## src/rtl/dram_init_pkg.sv

```systemverilog
package dram_init_pkg;

  typedef enum logic [2:0] {
    CMD_NOP    = 3'd0,
    CMD_PREA   = 3'd1,
    CMD_MRS    = 3'd2,
    CMD_EMRS   = 3'd3,
    CMD_REF    = 3'd4,
    CMD_ZQ     = 3'd5,
    CMD_NORMAL = 3'd6,
    CMD_WRITE  = 3'd7
  } dram_cmd_e;

  typedef enum logic [2:0] {
    OP_CMD, OP_WAIT, OP_DLL_ON, OP_DLL_OFF, OP_OCD_ON, OP_OCD_OFF, OP_END
  } step_op_e;

  typedef enum logic [1:0] {
    WT_PWR_D2 = 2'd0,
    WT_PWR_D3 = 2'd1,
    WT_DLL_D3 = 2'd2
  } wait_sel_e;

  typedef enum logic [1:0] {ST_IDLE, ST_STEP, ST_GAP, ST_WAIT} seq_state_e;

  typedef struct packed {
    step_op_e  op;
    dram_cmd_e cmd;
    logic [1:0] bank;
    wait_sel_e wsel;
  } step_t;

  localparam int IDX_W = 5;
  localparam int OFS_W = 5;
  localparam logic [15:0] INTERLEAVE_MIN_VER = 16'h0140;

  function automatic step_t mk(step_op_e op, dram_cmd_e cmd, logic [1:0] bank, wait_sel_e ws);
    step_t s;
    s.op = op; s.cmd = cmd; s.bank = bank; s.wsel = ws;
    return s;
  endfunction

endpackage

```

## src/rtl/init_bank_offset.sv

```systemverilog
module init_bank_offset
  import dram_init_pkg::*;
(
  input  logic [1:0]       col_code,
  input  logic [1:0]       row_code,
  input  logic             narrow_bus,
  input  logic             interleave_req,
  input  logic [15:0]      ctrl_version,
  output logic [OFS_W-1:0] offset
);
  logic sequential;
  assign sequential = !(interleave_req && (ctrl_version >= INTERLEAVE_MIN_VER));

  always_comb begin
    offset = OFS_W'(9) + OFS_W'(col_code);
    if (sequential) offset = offset + OFS_W'(11) + OFS_W'(row_code);
    offset = offset + (narrow_bus ? OFS_W'(1) : OFS_W'(2));
  end
endmodule

```

## src/rtl/init_step_rom.sv

```systemverilog
module init_step_rom
  import dram_init_pkg::*;
(
  input  logic             is_ddr3,
  input  logic [IDX_W-1:0] idx,
  output step_t            step
);
  always_comb begin
    step = mk(OP_END, CMD_NOP, 2'd0, WT_PWR_D2);
    if (!is_ddr3) begin
      case (idx)
        5'd0:  step = mk(OP_CMD,     CMD_NOP,    2'd0, WT_PWR_D2);
        5'd1:  step = mk(OP_WAIT,    CMD_NOP,    2'd0, WT_PWR_D2);
        5'd2:  step = mk(OP_CMD,     CMD_NOP,    2'd0, WT_PWR_D2);
        5'd3:  step = mk(OP_CMD,     CMD_PREA,   2'd0, WT_PWR_D2);
        5'd4:  step = mk(OP_CMD,     CMD_EMRS,   2'd2, WT_PWR_D2);
        5'd5:  step = mk(OP_CMD,     CMD_EMRS,   2'd3, WT_PWR_D2);
        5'd6:  step = mk(OP_CMD,     CMD_EMRS,   2'd1, WT_PWR_D2);
        5'd7:  step = mk(OP_DLL_ON,  CMD_NOP,    2'd0, WT_PWR_D2);
        5'd8:  step = mk(OP_CMD,     CMD_MRS,    2'd0, WT_PWR_D2);
        5'd9:  step = mk(OP_CMD,     CMD_PREA,   2'd0, WT_PWR_D2);
        5'd10: step = mk(OP_CMD,     CMD_REF,    2'd0, WT_PWR_D2);
        5'd11: step = mk(OP_CMD,     CMD_REF,    2'd0, WT_PWR_D2);
        5'd12: step = mk(OP_DLL_OFF, CMD_NOP,    2'd0, WT_PWR_D2);
        5'd13: step = mk(OP_CMD,     CMD_MRS,    2'd0, WT_PWR_D2);
        5'd14: step = mk(OP_OCD_ON,  CMD_NOP,    2'd0, WT_PWR_D2);
        5'd15: step = mk(OP_CMD,     CMD_EMRS,   2'd1, WT_PWR_D2);
        5'd16: step = mk(OP_OCD_OFF, CMD_NOP,    2'd0, WT_PWR_D2);
        5'd17: step = mk(OP_CMD,     CMD_EMRS,   2'd1, WT_PWR_D2);
        5'd18: step = mk(OP_CMD,     CMD_NORMAL, 2'd0, WT_PWR_D2);
        5'd19: step = mk(OP_CMD,     CMD_WRITE,  2'd0, WT_PWR_D2);
        default: ;
      endcase
    end else begin
      case (idx)
        5'd0:  step = mk(OP_CMD,     CMD_NOP,    2'd0, WT_PWR_D3);
        5'd1:  step = mk(OP_WAIT,    CMD_NOP,    2'd0, WT_PWR_D3);
        5'd2:  step = mk(OP_CMD,     CMD_NOP,    2'd0, WT_PWR_D3);
        5'd3:  step = mk(OP_CMD,     CMD_EMRS,   2'd2, WT_PWR_D3);
        5'd4:  step = mk(OP_CMD,     CMD_EMRS,   2'd3, WT_PWR_D3);
        5'd5:  step = mk(OP_CMD,     CMD_EMRS,   2'd1, WT_PWR_D3);
        5'd6:  step = mk(OP_DLL_ON,  CMD_NOP,    2'd0, WT_PWR_D3);
        5'd7:  step = mk(OP_CMD,     CMD_MRS,    2'd0, WT_PWR_D3);
        5'd8:  step = mk(OP_DLL_OFF, CMD_NOP,    2'd0, WT_PWR_D3);
        5'd9:  step = mk(OP_WAIT,    CMD_NOP,    2'd0, WT_DLL_D3);
        5'd10: step = mk(OP_CMD,     CMD_ZQ,     2'd0, WT_DLL_D3);
        5'd11: step = mk(OP_CMD,     CMD_NORMAL, 2'd0, WT_DLL_D3);
        5'd12: step = mk(OP_CMD,     CMD_WRITE,  2'd0, WT_DLL_D3);
        default: ;
      endcase
    end
  end
endmodule

```

## src/rtl/init_delay_counter.sv

```systemverilog
module init_delay_counter #(
  parameter int W = 8
) (
  input  logic         clk,
  input  logic         rst,
  input  logic         load,
  input  logic [W-1:0] load_val,
  output logic         active,
  output logic         expired
);
  logic [W-1:0] cnt;

  always_ff @(posedge clk) begin
    if (rst) begin
      cnt    <= '0;
      active <= 1'b0;
    end else if (load) begin
      cnt    <= load_val;
      active <= 1'b1;
    end else if (active) begin
      if (cnt == '0) active <= 1'b0;
      else           cnt    <= cnt - W'(1);
    end
  end

  assign expired = active && (cnt == '0);


  countdown_step_chk: assert property (@(posedge clk) disable iff (rst)
    (active && !load && cnt != '0) |=> (cnt == $past(cnt) - W'(1)));
endmodule

```

## src/rtl/dram_init_seq.sv

```systemverilog
module dram_init_seq
  import dram_init_pkg::*;
#(
  parameter int CLK_KHZ = 200000,
  parameter int CMD_GAP = 2,
  parameter int ADDR_W  = 32,
  parameter int RC_W    = 12
) (
  input  logic              clk,
  input  logic              rst,
  input  logic              start,
  input  logic              mem_is_ddr3,
  input  logic [1:0]        col_code,
  input  logic [1:0]        row_code,
  input  logic              narrow_bus,
  input  logic              interleave_req,
  input  logic [15:0]       ctrl_version,
  input  logic [RC_W-1:0]   refresh_count,
  output logic              cmd_valid,
  output logic [2:0]        cmd_code,
  output logic [1:0]        cmd_bank,
  output logic [ADDR_W-1:0] cmd_addr,
  output logic              dll_reset,
  output logic              ocd_default,
  output logic [RC_W-1:0]   refresh_interval,
  output logic              refresh_en,
  output logic              busy,
  output logic              done
);
  localparam int W_PWR_D2 = (200 * CLK_KHZ + 999) / 1000;
  localparam int W_PWR_D3 = (500 * CLK_KHZ + 999) / 1000;
  localparam int W_DLL_D3 = (50  * CLK_KHZ + 999) / 1000;
  localparam int CNT_W    = $clog2(W_PWR_D3 + 1);
  localparam int GAP_W    = $clog2(CMD_GAP + 1);

  seq_state_e       st;
  logic [IDX_W-1:0] idx;
  logic             ddr3_q;
  logic [OFS_W-1:0] ofs_in, ofs_q;
  logic [RC_W-1:0]  rc_q;
  step_t            step;
  logic             gap_load, gap_active, gap_exp;
  logic             wait_load, wait_active, wait_exp;
  logic [CNT_W-1:0] wait_val;

  init_bank_offset u_ofs (
    .col_code(col_code), .row_code(row_code), .narrow_bus(narrow_bus),
    .interleave_req(interleave_req), .ctrl_version(ctrl_version), .offset(ofs_in));

  init_step_rom u_rom (.is_ddr3(ddr3_q), .idx(idx), .step(step));

  assign gap_load  = (st == ST_STEP) && (step.op == OP_CMD);
  assign wait_load = (st == ST_STEP) && (step.op == OP_WAIT);

  always_comb begin
    case (step.wsel)
      WT_PWR_D3: wait_val = CNT_W'(W_PWR_D3 - 1);
      WT_DLL_D3: wait_val = CNT_W'(W_DLL_D3 - 1);
      default:   wait_val = CNT_W'(W_PWR_D2 - 1);
    endcase
  end

  init_delay_counter #(.W(GAP_W)) u_gap (
    .clk(clk), .rst(rst), .load(gap_load), .load_val(GAP_W'(CMD_GAP - 1)),
    .active(gap_active), .expired(gap_exp));

  init_delay_counter #(.W(CNT_W)) u_wait (
    .clk(clk), .rst(rst), .load(wait_load), .load_val(wait_val),
    .active(wait_active), .expired(wait_exp));

  always_ff @(posedge clk) begin
    if (rst) begin
      st <= ST_IDLE; idx <= '0; ddr3_q <= 1'b0; ofs_q <= '0; rc_q <= '0;
      dll_reset <= 1'b0; ocd_default <= 1'b0;
      refresh_interval <= '0; refresh_en <= 1'b0; done <= 1'b0;
    end else begin
      case (st)
        ST_IDLE: if (start) begin
          ddr3_q <= mem_is_ddr3; ofs_q <= ofs_in; rc_q <= refresh_count;
          idx <= '0; done <= 1'b0; refresh_en <= 1'b0; st <= ST_STEP;
        end
        ST_STEP: begin
          case (step.op)
            OP_CMD:     st <= ST_GAP;
            OP_WAIT:    st <= ST_WAIT;
            OP_DLL_ON:  begin dll_reset   <= 1'b1; idx <= idx + IDX_W'(1); end
            OP_DLL_OFF: begin dll_reset   <= 1'b0; idx <= idx + IDX_W'(1); end
            OP_OCD_ON:  begin ocd_default <= 1'b1; idx <= idx + IDX_W'(1); end
            OP_OCD_OFF: begin ocd_default <= 1'b0; idx <= idx + IDX_W'(1); end
            default: begin
              refresh_interval <= rc_q; refresh_en <= 1'b1; done <= 1'b1;
              st <= ST_IDLE;
            end
          endcase
        end
        ST_GAP:  if (gap_exp)  begin idx <= idx + IDX_W'(1); st <= ST_STEP; end
        default: if (wait_exp) begin idx <= idx + IDX_W'(1); st <= ST_STEP; end
      endcase
    end
  end

  assign cmd_valid = gap_load;
  assign cmd_code  = cmd_valid ? step.cmd : CMD_NOP;
  assign cmd_bank  = (cmd_valid && step.cmd == CMD_EMRS) ? step.bank : 2'd0;
  assign cmd_addr  = {{(ADDR_W-2){1'b0}}, cmd_bank} << ofs_q;
  assign busy      = (st != ST_IDLE);


  cmd_pulse_chk: assert property (@(posedge clk) disable iff (rst)
    cmd_valid |=> !cmd_valid);

  cmd_not_in_gap_chk: assert property (@(posedge clk) disable iff (rst)
    cmd_valid |-> (!gap_active && !wait_active));

  plain_bank_chk: assert property (@(posedge clk) disable iff (rst)
    (cmd_valid && cmd_code != CMD_EMRS) |-> (cmd_bank == 2'd0 && cmd_addr == '0));

  done_refresh_chk: assert property (@(posedge clk) disable iff (rst)
    $rose(done) |-> ($rose(refresh_en) && !busy));

  busy_done_chk: assert property (@(posedge clk) disable iff (rst)
    busy |-> !done);

  ignore_start_chk: assert property (@(posedge clk) disable iff (rst)
    (busy && start) |=> ($stable(ddr3_q) && $stable(ofs_q)));

  flag_excl_chk: assert property (@(posedge clk) disable iff (rst)
    !(dll_reset && ocd_default));
endmodule

```

## config.mk

```make
export PLATFORM = sky130hd
export DESIGN_NAME = dram_init_seq
export DESIGN_NICKNAME = d
export VERILOG_FILES = /design/src/rtl/dram_init_pkg.sv /design/src/rtl/init_bank_offset.sv /design/src/rtl/init_step_rom.sv /design/src/rtl/init_delay_counter.sv /design/src/rtl/dram_init_seq.sv
export SDC_FILE = /design/constraint.sdc
export NUM_CORES = 1
export LEC_CHECK = 0
export BUFFER_PORTS_ARGS = -buffer_cell sky130_fd_sc_hd__buf_4
export CAP_MARGIN = 20
export CORE_ASPECT_RATIO = 0.5
export CORE_UTILIZATION = 61
export CTS_BUF_LIST = sky130_fd_sc_hd__clkbuf_4 sky130_fd_sc_hd__clkbuf_8
export DETAILED_ROUTE_END_ITERATION = 7
export MAX_ROUTING_LAYER = met4
export PLACE_DENSITY_LB_ADDON = 0.15
export SLEW_MARGIN = 30
export SYNTH_ARGS = -nofsm -noshare
export SYNTH_HDL_FRONTEND = slang
export SYNTH_HIERARCHICAL = 1
export SYNTH_SLANG_ARGS = --single-unit
```

## constraint.sdc

```tcl
create_clock -name clk -period 4.3 [get_ports clk]
set_input_delay 0.43 -clock clk [delete_from_list [all_inputs] [get_ports clk]]
set_output_delay 0.43 -clock clk [all_outputs]
set_load 0.02 [all_outputs]
```

==> metrics <==
outcome=completed; Fill cells=just over 500; final hold slack=about 320 ps; leakage power=around 0.0021 uW; # rows=21; initial antenna violation count=0; Mapped Area=0.00426 mm2; via count=slightly above 4000; drt total wl=just under 10000 um; Hold Vio Cnt, Final=0; Peak VDD IR=approximately 0.25 mV; r2r startpoint=idx[0]; Startpoint Class=register; met2 Use GR=0.469; Crit path largest cell delay=around 790 ps; post-DR vias/cell=approximately 5.8; CTS buffer count=9; switch share=0.281; Max Clk Rate=256 MHz; slowest CP cell=dfxtp_1; Warnings, synthesis=6; core area=0.00673 mm2; antenna-violating nets left=0; Pwr per Cell Area=between 200 and 300 mW/mm2; Global Route Usage Sum=0.276; Arrival @ worst endpoint=3470 ps; Post-synth EDFFs=0; deepest clock path buffer count=2; GR met1 Demand/Resource=0.316; CTS resizes=0; CTS Sinks=61; worst-skew pair later-pin latency=350 ps; post-place setup slack=823 ps; ys async rst share=0; H-tree depth=3; reg2reg path depth=10; Seq cells post-synth=61; Clk pwr share=0.401; drt drc=0; reg-to-reg endpoint=u_wait/cnt[1]; Clock transition at path regs=about 70 ps; cts hold-fix bufs=0; CP endpoint kind=primary output; Die X-Extent=120 um; Final Cycle Share=0.907; sw power=410 uW; Cells after Synth=539; clk root buf=clkbuf_8; setup bufs post-CTS=0; Die ar.=0.00734 mm2; ANT cells=0; Die H=61.1 um; R2R Setup Slk=840 ps; Gate power share=0.162; post-layout net count=670; Yosys top cell by area=dfxtp_1; number of global-route vias before repair=3540; busiest layer in global routing=met2; final worst-path setup slack=398 ps; Yosys cell types=82; Setup crit start=idx[2]; Worst Clk Skew=7.97 ps; cells along the critical path=inv_4 > or3_1 > a311o_1 > a21oi_1 > clkinv_1 > nand3_1 > inv_1 > and3_1 > buf_4; met3 Usage GRT=0.0991; Syn-to-layout area delta=20.9%; critical path class=reg -> out; Congestion Overflow GR=0; CP top delay family=simple AND/OR/NAND/NOR gates; num ports=93; part of the power in registers=0.437; Post-synth top flop=dfxtp_1; Worst Tran Pin Value=between 700 and 800 ps; CP Capture Point=cmd_bank[1]; Hold Crit Class=in -> reg; Power Internal=1050 uW; Buffers on Ports=86; WP buf/inv=4; CP Depth=9; initial DRC count=252; RSZ-0062 raised after global routing=no; Req. time, crit path=3870 ps; final max-slew violation count=0; share of layout cells above drive strength 1=0.225; Sum Neg Setup Slack=0 ps; max_cap viols=0; register area share after synthesis=0.287; syn avg cell area=7.90 um2; Routed wire per std cell=13.6 um; Final GP Congestion=0.937; Setup violations, final=0; Slew headroom=0.490; Initial Utilization=0.633; CTS tree=built; drt first pass iters=5; first-pass GRT wire length=15400 um; top-area cell type share of the netlist area=0.287; pin count of the biggest net entering global routing=65; DP Wirelength=between 6000 and 7000 um; fin crit period=3900 ps; worst-path maximum fanout=22; ranking of synthesized cells by area=dfxtp_1 29%, nand2_1 6.7%, a21oi_1 5.4%
cell families after synthesis:
| kind of cell | Yosys count | share of synthesized area |
|---|---|---|
| AND/OR/NAND/NOR | 251 | 0.336 |
| other | 2 | 0.00176 |
| buffers and inverters | 68 | 0.0702 |
| adder cells (fa/ha/maj) | 18 | 0.0564 |
| multiplexers | 15 | 0.0411 |
| flip-flops | 61 | 0.287 |
| XOR/XNOR | 8 | 0.0165 |
| AO/OA/AOI/OAI | 116 | 0.191 |
worst register-to-register path, delay by kind of cell, from the launching register on:
family / cells / cell delay (ps)
compound gates: 4 / 690
buf+inv: 2 / 680
flops: 1 / 820
simple gates: 4 / 1140
layer usage:
| layer | vias up | part of all wire | wire length (um) |
|---|---|---|---|
| met5 | - | 0 | 0 |
| met4 | 0 | 0.0058 | 56 |
| met3 | 8 | 0.061 | 583 |
| met2 | 108 | 0.48 | 4590 |
| met1 | 1926 | 0.46 | 4410 |
| li1 | 2081 | - | - |
layout make-up:
type | instances | area [um2] | share of cell area
Tap cell | 92 | 115 | 0.0224
Clock inverter | 6 | 93.8 | 0.0182
Sequential cell | 61 | 1220 | 0.237
Multi-Input combinational cell | 417 | 2770 | 0.538
Clock buffer | 10 | 138 | 0.0267
Timing Repair Buffer | 90 | 676 | 0.131
Inverter | 35 | 134 | 0.0260
Yosys cell counts (all sizes together) (4+ instances only):
cell / instances
nand3: 11
buf: 14
xor2: 5
nor2b: 5
dfxtp: 61
a311oi: 8
mux2i: 10
clkbuf: 18
o22ai: 6
a2111oi: 4
and3b: 7
a211oi: 8
inv: 33
ha: 16
a21oi: 46
and3: 5
nand2b: 15
nor2: 42
mux2: 4
a211o: 4
or3: 12
nor4b: 7
nor3: 22
o21ai: 9
nand4: 9
nand2: 76
or4: 8
nor4: 7
a31oi: 7
through the flow:
step / std cells / area [um2] / power (uW) / utilization
3_3_place_gp: 695 / 4920 / 876 / 0.731
6_report: 711 / 5150 / 1460 / 0.765
4_1_cts: 711 / 5150 / 1470 / 0.765
3_5_place_dp: 695 / 4920 / 885 / 0.731
2_1_floorplan: 546 / 4290 / 817 / -
5_1_grt: 711 / 5150 / 1540 / 0.765
cells in the final DEF, fill, tap and decap left out, types with 10 or more instances in the layout:
cell | Yosys | final
nand2_1 | 76 | 76
ha_1 | 16 | 16
buf_4 | 1 | 90
a21oi_1 | 46 | 46
or3_1 | 12 | 12
nor3_1 | 22 | 22
inv_1 | 31 | 31
clkbuf_8 | 0 | 10
nand2b_1 | 15 | 15
dfxtp_1 | 61 | 61
nand3_1 | 11 | 11
mux2i_1 | 10 | 10
nor2_1 | 42 | 42
state kept, by name, indices dropped and copies added, names as in the netlist:
| signal | cells |
|---|---|
| u_wait/active | 1 |
| dll_reset | 1 |
| ofs_q | 5 |
| st | 2 |
| u_gap/active | 1 |
| done | 1 |
| u_gap/cnt | 2 |
| ddr3_q | 1 |
| rc_q | 12 |
| idx | 5 |
| refresh_interval | 12 |
| ocd_default | 1 |
| u_wait/cnt | 17 |
power by group through the flow:
stage               Clock, uW  Combinational [uW]  Sequential (uW)
global placement            0                 229              647
global route              631                 267              643
CTS                       598                 238              635
finish                    586                 237              637
detailed placement          0                 236              649
floorplan                   0                 199              618
worst min path at each step:
stage | slack, ps | from | cells after the start | end
CTS | 310 | refresh_count[1] | 3 | rc_q[1]
detailed placement | 440 | rc_q[9] | 2 | refresh_interval[9]
finish | 320 | refresh_count[1] | 3 | rc_q[1]
floorplan | 430 | rc_q[10] | 2 | refresh_interval[10]
global route | 300 | refresh_count[5] | 3 | rc_q[5]
global placement | 440 | rc_q[5] | 2 | refresh_interval[5]
(Power assumes the default switching activity.)
